===== src/rtl/sclk_fs_pkg.sv =====
package sclk_fs_pkg;
  typedef enum logic {
    CFG_CLK = 1'b0,
    CFG_FRM = 1'b1
  } cfg_sel_e;

  localparam int unsigned CFG_W = 16;
endpackage


===== src/rtl/sclk_cfg_regs.sv =====
module sclk_cfg_regs
  import sclk_fs_pkg::*;
#(
  parameter int unsigned DIV_W = 15,
  parameter int unsigned FS_W  = 16,
  localparam int unsigned REG_W = DIV_W + 1
) (
  input  logic             clk_i,
  input  logic             rst_ni,
  input  logic             we_i,
  input  logic             sel_i,
  input  logic [REG_W-1:0] wdata_i,
  output logic [DIV_W-1:0] div_o,
  output logic [FS_W-1:0]  fsdiv_o
);
  always_ff @(posedge clk_i or negedge rst_ni) begin
    if (!rst_ni) begin
      div_o   <= '0;
      fsdiv_o <= '0;
    end else if (we_i) begin
      if (sel_i == CFG_CLK) div_o   <= wdata_i[REG_W-1:1];  // bit 0 reserved
      else                  fsdiv_o <= FS_W'(wdata_i);
    end
  end
endmodule


===== src/rtl/sclk_divider.sv =====
module sclk_divider #(
  parameter int unsigned DIV_W  = 15,
  localparam int unsigned HALF_W = DIV_W + 3
) (
  input  logic             clk_i,
  input  logic             rst_ni,
  input  logic             run_i,
  input  logic             tx_i,
  input  logic [DIV_W-1:0] div_i,
  output logic             sclk_o,
  output logic             rise_o
);
  logic [HALF_W-1:0] div_p1, half_new, half_act, cnt;
  logic              wrap;

  assign div_p1   = HALF_W'(div_i) + HALF_W'(1);
  // half period: 2*(D+1) transmit, 4*(D+1) receive
  assign half_new = tx_i ? (div_p1 << 1) : (div_p1 << 2);
  assign wrap     = (cnt == half_act - HALF_W'(1));
  assign rise_o   = run_i && wrap && !sclk_o;

  always_ff @(posedge clk_i or negedge rst_ni) begin
    if (!rst_ni) begin
      cnt      <= '0;
      sclk_o   <= 1'b0;
      half_act <= HALF_W'(2);
    end else if (!run_i) begin
      cnt      <= '0;
      sclk_o   <= 1'b0;
      half_act <= half_new;
    end else if (wrap) begin
      cnt    <= '0;
      sclk_o <= ~sclk_o;
      if (!sclk_o) half_act <= half_new;  // adopt only at period start
    end else begin
      cnt <= cnt + HALF_W'(1);
    end
  end

  assert_cnt_bound_R2: assert property (@(posedge clk_i) disable iff (!rst_ni)
    cnt < half_act);
  assert_half_hold_R9: assert property (@(posedge clk_i) disable iff (!rst_ni)
    (run_i && !rise_o) |=> $stable(half_act));
endmodule


===== src/rtl/sclk_ext_sync.sv =====
module sclk_ext_sync #(
  parameter int unsigned STAGES = 2
) (
  input  logic clk_i,
  input  logic rst_ni,
  input  logic ext_i,
  output logic rise_o
);
  logic [STAGES:0] sh;

  always_ff @(posedge clk_i or negedge rst_ni) begin
    if (!rst_ni) sh <= '0;
    else         sh <= {sh[STAGES-1:0], ext_i};
  end

  assign rise_o = sh[STAGES-1] & ~sh[STAGES];
endmodule


===== src/rtl/fsync_gen.sv =====
module fsync_gen #(
  parameter int unsigned FS_W = 16
) (
  input  logic            clk_i,
  input  logic            rst_ni,
  input  logic            en_i,
  input  logic            tick_i,
  input  logic [FS_W-1:0] fsdiv_i,
  output logic            fs_o
);
  logic [FS_W-1:0] fcnt, fsdiv_act;

  always_ff @(posedge clk_i or negedge rst_ni) begin
    if (!rst_ni) begin
      fcnt      <= '0;
      fsdiv_act <= '0;
      fs_o      <= 1'b0;
    end else if (!en_i) begin
      fcnt      <= '0;
      fsdiv_act <= fsdiv_i;
      fs_o      <= 1'b0;
    end else if (tick_i) begin
      if (fcnt == fsdiv_act) begin
        fcnt      <= '0;
        fs_o      <= 1'b1;
        fsdiv_act <= fsdiv_i;
      end else begin
        fcnt <= fcnt + FS_W'(1);
        fs_o <= 1'b0;
      end
    end
  end

  assert_fs_on_tick_R6: assert property (@(posedge clk_i) disable iff (!rst_ni)
    (en_i && !tick_i) |=> $stable(fs_o));
  assert_fcnt_bound_R6: assert property (@(posedge clk_i) disable iff (!rst_ni)
    fcnt <= fsdiv_act);
endmodule


===== src/rtl/serial_clk_fs_gen.sv =====
module serial_clk_fs_gen
  import sclk_fs_pkg::*;
#(
  parameter int unsigned DIV_W  = 15,
  parameter int unsigned FS_W   = 16,
  parameter int unsigned SYNC_N = 2
) (
  input  logic             clk_i,
  input  logic             rst_ni,
  input  logic             cfg_we_i,
  input  logic             cfg_sel_i,
  input  logic [DIV_W:0]   cfg_wdata_i,
  input  logic             en_i,
  input  logic             master_i,
  input  logic             dir_tx_i,
  input  logic             ext_sclk_i,
  output logic             sclk_o,
  output logic             sclk_edge_o,
  output logic             fs_o,
  output logic             fs_tx_o,
  output logic             fs_rx_o
);
  logic [DIV_W-1:0] div;
  logic [FS_W-1:0]  fsdiv;
  logic             int_rise, ext_rise, tick, edge_q;

  sclk_cfg_regs #(.DIV_W(DIV_W), .FS_W(FS_W)) u_regs (
    .clk_i, .rst_ni, .we_i(cfg_we_i), .sel_i(cfg_sel_i),
    .wdata_i(cfg_wdata_i), .div_o(div), .fsdiv_o(fsdiv)
  );

  sclk_divider #(.DIV_W(DIV_W)) u_div (
    .clk_i, .rst_ni, .run_i(en_i & master_i), .tx_i(dir_tx_i),
    .div_i(div), .sclk_o(sclk_o), .rise_o(int_rise)
  );

  sclk_ext_sync #(.STAGES(SYNC_N)) u_sync (
    .clk_i, .rst_ni, .ext_i(ext_sclk_i), .rise_o(ext_rise)
  );

  assign tick = master_i ? int_rise : (en_i & ext_rise);

  fsync_gen #(.FS_W(FS_W)) u_fs (
    .clk_i, .rst_ni, .en_i, .tick_i(tick), .fsdiv_i(fsdiv), .fs_o(fs_o)
  );

  always_ff @(posedge clk_i or negedge rst_ni) begin
    if (!rst_ni) edge_q <= 1'b0;
    else         edge_q <= en_i & tick;
  end

  assign sclk_edge_o = edge_q;
  assign fs_tx_o     = fs_o & dir_tx_i;
  assign fs_rx_o     = fs_o & ~dir_tx_i;

  assert_off_low_R10: assert property (@(posedge clk_i) disable iff (!rst_ni)
    !en_i |=> (!sclk_o && !fs_o && !sclk_edge_o));
  assert_edge_single_R11: assert property (@(posedge clk_i) disable iff (!rst_ni)
    sclk_edge_o |=> !sclk_edge_o);
  assert_edge_high_R11: assert property (@(posedge clk_i) disable iff (!rst_ni)
    (master_i && $past(master_i) && sclk_edge_o) |-> sclk_o);
endmodule


===== config.mk =====
export PLATFORM = sky130hd
export DESIGN_NAME = serial_clk_fs_gen
export DESIGN_NICKNAME = d
export VERILOG_FILES = /design/src/rtl/sclk_fs_pkg.sv /design/src/rtl/sclk_cfg_regs.sv /design/src/rtl/sclk_divider.sv /design/src/rtl/sclk_ext_sync.sv /design/src/rtl/fsync_gen.sv /design/src/rtl/serial_clk_fs_gen.sv
export SDC_FILE = /design/constraint.sdc
export NUM_CORES = 1
export LEC_CHECK = 0
export BUFFER_PORTS_ARGS = -buffer_cell sky130_fd_sc_hd__buf_2
export CORE_MARGIN = 2
export CORE_UTILIZATION = 40
export CTS_CLUSTER_DIAMETER = 30
export DETAILED_ROUTE_END_ITERATION = 10
export PLACE_DENSITY_LB_ADDON = 0.15
export SETUP_SLACK_MARGIN = 0.05
export SYNTH_ARGS = -nofsm -noshare
export SYNTH_HDL_FRONTEND = slang
export SYNTH_HIERARCHICAL = 1
export SYNTH_SLANG_ARGS = --single-unit

===== constraint.sdc =====
create_clock -name clk_i -period 4 [get_ports clk_i]
set_clock_uncertainty 0.1 [all_clocks]
set_input_delay 0.4 -clock clk_i [delete_from_list [all_inputs] [get_ports clk_i]]
set_output_delay 0.4 -clock clk_i [all_outputs]
set_load 0.1 [all_outputs]

======== Yosys cells after proc, flatten, opt, wreduce, memory -nomap -nowiden ========
Index checks and enable logic that the tools add are counted.
storage, ports and cells
  register bits after elaboration ......... 105
  latch bits .............................. 0
  RAM bits ................................ 0
  bits in read-only memories .............. 0
  input port bits ......................... 24
  output and inout bits ................... 5
  logic and storage cells ................. 55
  memories kept ........................... 0
cells by class
  add/sub/neg operators ................... 4
  $mul .................................... 0
  div/mod/pow operators ................... 0
  $lt $le $gt $ge ......................... 0
  equal/unequal tests ..................... 6
  shifts and indexed selects .............. 0
  multiplexer cells ....................... 18
  bitwise gates (word level) .............. 10
  reduce and logical (&&, ||, !) cells .... 7
operator list
  kind                   number
  $mux 18                6
  $mux 16                6
  $add 18x1->18 const B  1
  $eq 18x18->1           1
  $sub 18x1->18 const B  1
  $add 15x1->16 const B  1
  $add 16x1->16 const B  1
  $eq 16x16->1           1
  $reduce_and 2->1       4
  $and 1x1->1            6
  $mux 1                 6
  $ne 2x1->1 const B     2
  $ne 2x2->1 const B     2
  $not 1->1              4
  $logic_and 1x1->1      2
  $logic_not 1->1        1

======== Depth between registers and ports, before layout ========
  word-level depth ........................ 7
  gate-level depth with buffers ........... 15
  mapped depth without buffers ............ 15

======== Modules after synthesis ========
Netlist, hierarchy kept.
modules (own cells, without submodules)
  module             times used  cells an instance  area an instance (µm²)  sequential area each (µm²)
  sclk_divider       1           300                2701.3                  902.1
  fsync_gen          1           143                1747.9                  825.8
  sclk_cfg_regs      1           67                 1213.7                  775.7
  sclk_ext_sync      1           4                  88.8                    75.1
  serial_clk_fs_gen  1           8                  73.8                    25.0

======== Worst setup path before layout ========
Ideal clock, no wire load.
  kind .................................... reg2reg
  start point ............................. register u_div.half_act[2]
  end point ............................... register u_fs.fcnt[15]
  library setup time ...................... 0.119 ns
  arrival time ............................ 3.428 ns
  data required time ...................... 3.781 ns
  slack ................................... 0.353 ns
  cell stages (with the launch flop) ...... 16
  buffers on the path ..................... 0
  cells stage by stage .................... dfrtp_1 inv_1 ha_1 or3b_2 or4_1 xnor2_1 a21oi_2 nand4b_4 nor4b_1 and2_4 a21o_1 nand2b_1 nand4_1 nor4_1 xnor2_1 nor2_1
between the ends
  cells in the longest elaborated chain, start to end .. 6
RTL lines
  item                            RTL line                 source
  from (decl)                     sclk_divider.sv:13       logic [HALF_W-1:0] div_p1, half_new, half_act, cnt;
  from (signal assigned)          sclk_divider.sv:30       half_act <= half_new;
  from (signal assigned)          sclk_divider.sv:34       if (!sclk_o) half_act <= half_new;
  $sub 18x1->18                   sclk_divider.sv:19       assign wrap = (cnt == half_act - HALF_W'(1));
  $eq 18x18->1                    sclk_divider.sv:19
  $logic_and 1x1->1 (2 in a row)  sclk_divider.sv:20       assign rise_o = run_i && wrap && !sclk_o;
  via int_rise                    serial_clk_fs_gen.sv:25  logic int_rise, ext_rise, tick, edge_q;
  $mux 1                          serial_clk_fs_gen.sv:41  assign tick = master_i ? int_rise : (en_i & ext_rise);
  via tick                        serial_clk_fs_gen.sv:25
  $ne 2x1->1 (no line)            --
  to (signal assigned)            fsync_gen.sv:28          fcnt <= fcnt + FS_W'(1);
  to (decl)                       fsync_gen.sv:11          logic [FS_W-1:0] fcnt, fsdiv_act;
The timed path passes the listed nets, and every way through them passes these cells.
A chain may end at the register's enable or synchronous reset.

======== Worst setup path in the final report ========
Ends and elaborated chain as after synthesis.

==> results.tsv <==
stage	metric	value	unit
outcome	status	finished clean	
worst_setup_path	cp_max_fo	4	
global_routing	grt_overflow	0	
hold_path	worstHoldPathCells	1	
logic_synthesis	synth_top_area_cell	dfrtp_1	
clock_network	ctsLongestPathBuffers	2	
drt	avgViaCountPerCell	5.15	
clock_network	cts_buffers	9	
power	peakVddDrop	0.000224	V
logic_synthesis	postSynth.asyncResetShare	100	%
clock_network	htreeDepth	3	
floorplanning	chipHeight	125	um
global_routing	track_usage	16.0	%
logic_synthesis	synth_area	5830	um2
floorplanning	initial_utilization	40.5	%
clock_network	cts-root-buf	clkbuf_16	
logic_synthesis	synth_edf_count	0	
power	pwr_density_cell	426	nW/um2
floorplanning	ios	29	
sta	slew_headroom	32.7	%
sta	finalHoldViolCount	0	
drt	postRouteAntennaNets	0	
finish	final_util	45.4	%
clock_network	cts.sinks	104	
floorplanning	coreArea	14400	um2
worst_setup_path	cp-start-kind	flip-flop	
drt	drc	0	
global_routing	grt_max_degree	48	
worst_setup_path	critPathKind	reg2reg	
floorplanning	fp.dieArea	15500	um2
placement	portBuffers	28	
logic_synthesis	syn_area_per_cell	11.2	um2
logic_synthesis	synth.top_cell.area_share	44.2	%
hold_path	hold_class	in2reg	
finish	drive_above_1_share	26.0	%
sta	maxSlewViolCount	0	
floorplanning	fp-row-count	44	
placement	dp_hpwl	8.68	mm
finish	seq_area	2600	um2
logic_synthesis	ys_seq_area_share	44.7	%
drt	vias	3838	
worst_setup_path	r2r_cells	15	
sta	period_share	92.6	%
logic_synthesis	ys_ff_latch	104	
finish	final_nets	584	
logic_synthesis	yosysUniqueCellTypes	66	
worst_setup_path	critPathArrivalTime	3.85	ns
clock_network	cts_tree	done	
global_routing	grt_pass1_vias	3815	
clock_network	clkTransAtPathRegs	0.07	ns
power	finalPower	2.78	mW
worst_setup_path	cp_data_required_time	4.14	ns
global_routing	grt_first_pass_wirelength	20.0	mm
sta	finalSetupViolCount	0	
finish	fillerInstances	1345	
finish	multiInputGateArea	3050	um2
drt	dr.first_iter.drc_count	271	
sta	fmax	0.270	GHz
sta	worstMarginPinSlew	1.01	ns
placement	gp_congestion	0.845	
power	p_leak	2.76	nW
drt	routed_wl	11.7	mm
flow_run	maxCapViolCount	0	
worst_setup_path	worstReg2RegEnd	u_fs/fcnt[15]$_DFFE_PN0P_	
finish	syn_to_final_growth	11.9	%
drt	avgRoutedWirePerCell	15.8	um
finish	insertedDiodeCount	0	
logic_synthesis	ys.flop_type	dfrtp_1	
finish	final_cells	745	
worst_setup_path	end_kind	flip-flop	
sta	finalSetupTns	0	ns
drt	first_pass_iters	4	
logic_synthesis	syn_nets	550	
global_routing	antenna_found_initial	0	
hold_path	whs_endpoint	u_sync/sh[0]$_DFF_PN0_	
worst_setup_path	rrSetupSlack	0.29	ns
floorplanning	die_w	125	um
placement	dp_cells	725	
logic_synthesis	syn_inst	522	
sta	post-route-min-period	3.71	ns
worst_setup_path	r2r_start	u_div/half_act[2]$_DFFE_PN0P_	
hold_path	hp-start	ext_sclk_i	
clock_network	clk_latency	0.35	ns
sta	rsz0062_at_grt	false	
logic_synthesis	yosysWarnings	6	
logic_synthesis	synth.area.top_cells	dfrtp_1, mux2_4, xnor2_1, mux2_2, xor2_1	
## cell usage in the layout (no fill, tap or decap), types with 3 or more instances in the layout
master,count
or3_1,5
a31o_2,3
xnor2_1,48
o21ai_0,14
mux2_4,32
nand2_1,18
buf_4,14
nor2b_1,8
mux2_2,30
nand2b_1,4
nand4_1,11
xor2_1,24
clkbuf_16,9
buf_2,27
mux2i_1,8
nand3b_1,3
nand3_1,18
and3_1,9
and2_1,5
dfrtp_1,103
nor3_1,12
ha_1,4
nor4_1,3
nor2_1,50
nor3_2,3
inv_1,14
a21oi_1,13
a31oi_1,12
## worst max path at each step
stage,startpoint,end,slack [ns],depth (start not counted)
final,u_div/half_act[2]$_DFFE_PN0P_,u_fs/fcnt[15]$_DFFE_PN0P_,0.29,15
after global placement,u_div/half_act[1]$_DFFE_PN1P_,u_fs/fcnt[15]$_DFFE_PN0P_,0.24,15
after detailed placement,u_div/half_act[2]$_DFFE_PN0P_,u_fs/fcnt[15]$_DFFE_PN0P_,0.13,15
after floorplan,u_div/half_act[2]$_DFFE_PN0P_,u_fs/fcnt[15]$_DFFE_PN0P_,0.35,15
after CTS,u_div/half_act[2]$_DFFE_PN0P_,u_fs/fcnt[15]$_DFFE_PN0P_,0.12,15
after global routing,u_div/half_act[2]$_DFFE_PN0P_,u_fs/fcnt[15]$_DFFE_PN0P_,0.04,15
## final cells by class
| type | count | area share (%) |
|---|---|---|
| multi-input combinational | 385 | 46.8 |
| clock inverter | 5 | 1.34 |
| sequential | 104 | 40.0 |
| clock buffer | 11 | 3.73 |
| timing repair buffer | 42 | 3.84 |
| tap | 184 | 3.53 |
| inverter | 14 | 0.806 |
## report_power, final
group | switching [mW] | internal, mW
clock | 0.399 | 0.573
sequential | 0.126 | 1.17
combinational | 0.231 | 0.280
## synthesized netlist by cell type (9+ instances only)
master      n
dfrtp_1   103
a21oi_1    13
nand3_1    18
nand2_1    18
nand4_1    11
and3_1      9
nor2_1     50
a31oi_1    12
o21ai_0    14
clkbuf_1    9
mux2_2     30
xor2_1     24
xnor2_1    48
nor2b_1     9
inv_1      14
mux2_4     32
nor3_1     15
## flip-flops by register name (all words and copies together), names as in the netlist
register / cells
sclk_edge_o: 1
u_div/cnt: 18
u_div/half_act: 17
u_div/sclk_o: 1
u_fs/fcnt: 16
u_fs/fs_o: 1
u_fs/fsdiv_act: 16
u_regs/div_o: 15
u_regs/fsdiv_o: 16
u_sync/sh: 3
## critical path, cell delays in order (launching register included)
cell and delay (ns):
dfrtp_1 0.40, inv_1 0.08, ha_1 0.15, or3b_2 0.48
or4_1 0.43, xnor2_1 0.15, a21oi_2 0.15, nand4b_4 0.16
nor4b_4 0.28, and2_4 0.18, a21o_1 0.13, nand2b_4 0.16
nand4_1 0.18, nor4_2 0.34, xnor2_1 0.15, nor2_1 0.06
## cells by family after synthesis
logic type,Yosys count,share of synthesized area [%]
xor gates and xnor gates,73,11.1
buffers and inverters,33,3.76
DFF,104,44.7
muxes,70,15.4
AOI/OAI and AO/OA,64,7.47
and+or+nand+nor,174,16.7
adders and majority gates,4,0.859
## metrics by stage
| step | area, um2 | hold WS [ns] | setup WS (ns) |
|---|---|---|---|
| 2_1_floorplan | 5830 | 0.00441 | 0.353 |
| 3_3_place_gp | 6110 | 0.226 | 0.242 |
| 3_5_place_dp | 6110 | 0.224 | 0.130 |
| 4_1_cts | 6450 | 0.0354 | 0.123 |
| 5_1_grt | 6520 | 0.0321 | 0.0383 |
| 6_report | 6520 | 0.0518 | 0.294 |
## layer usage
layer  global-route usage (%)  share of wire [%]  wire (um)
met1                     23.2                 51       5940
met2                     24.1                 45       5300
met3                     3.99                3.5        408
met4                     3.90               0.86        101
met5                        0                  0          0
## what timing repair did
item                                    4_1_cts  5_1_grt
setup buffers                                 0        3
resized for setup                             0        7
hold buffers                                  1        0
endpoints found under the setup margin        0        9
endpoints found under the hold margin        23        0
Power figures use the tool's default switching activity.
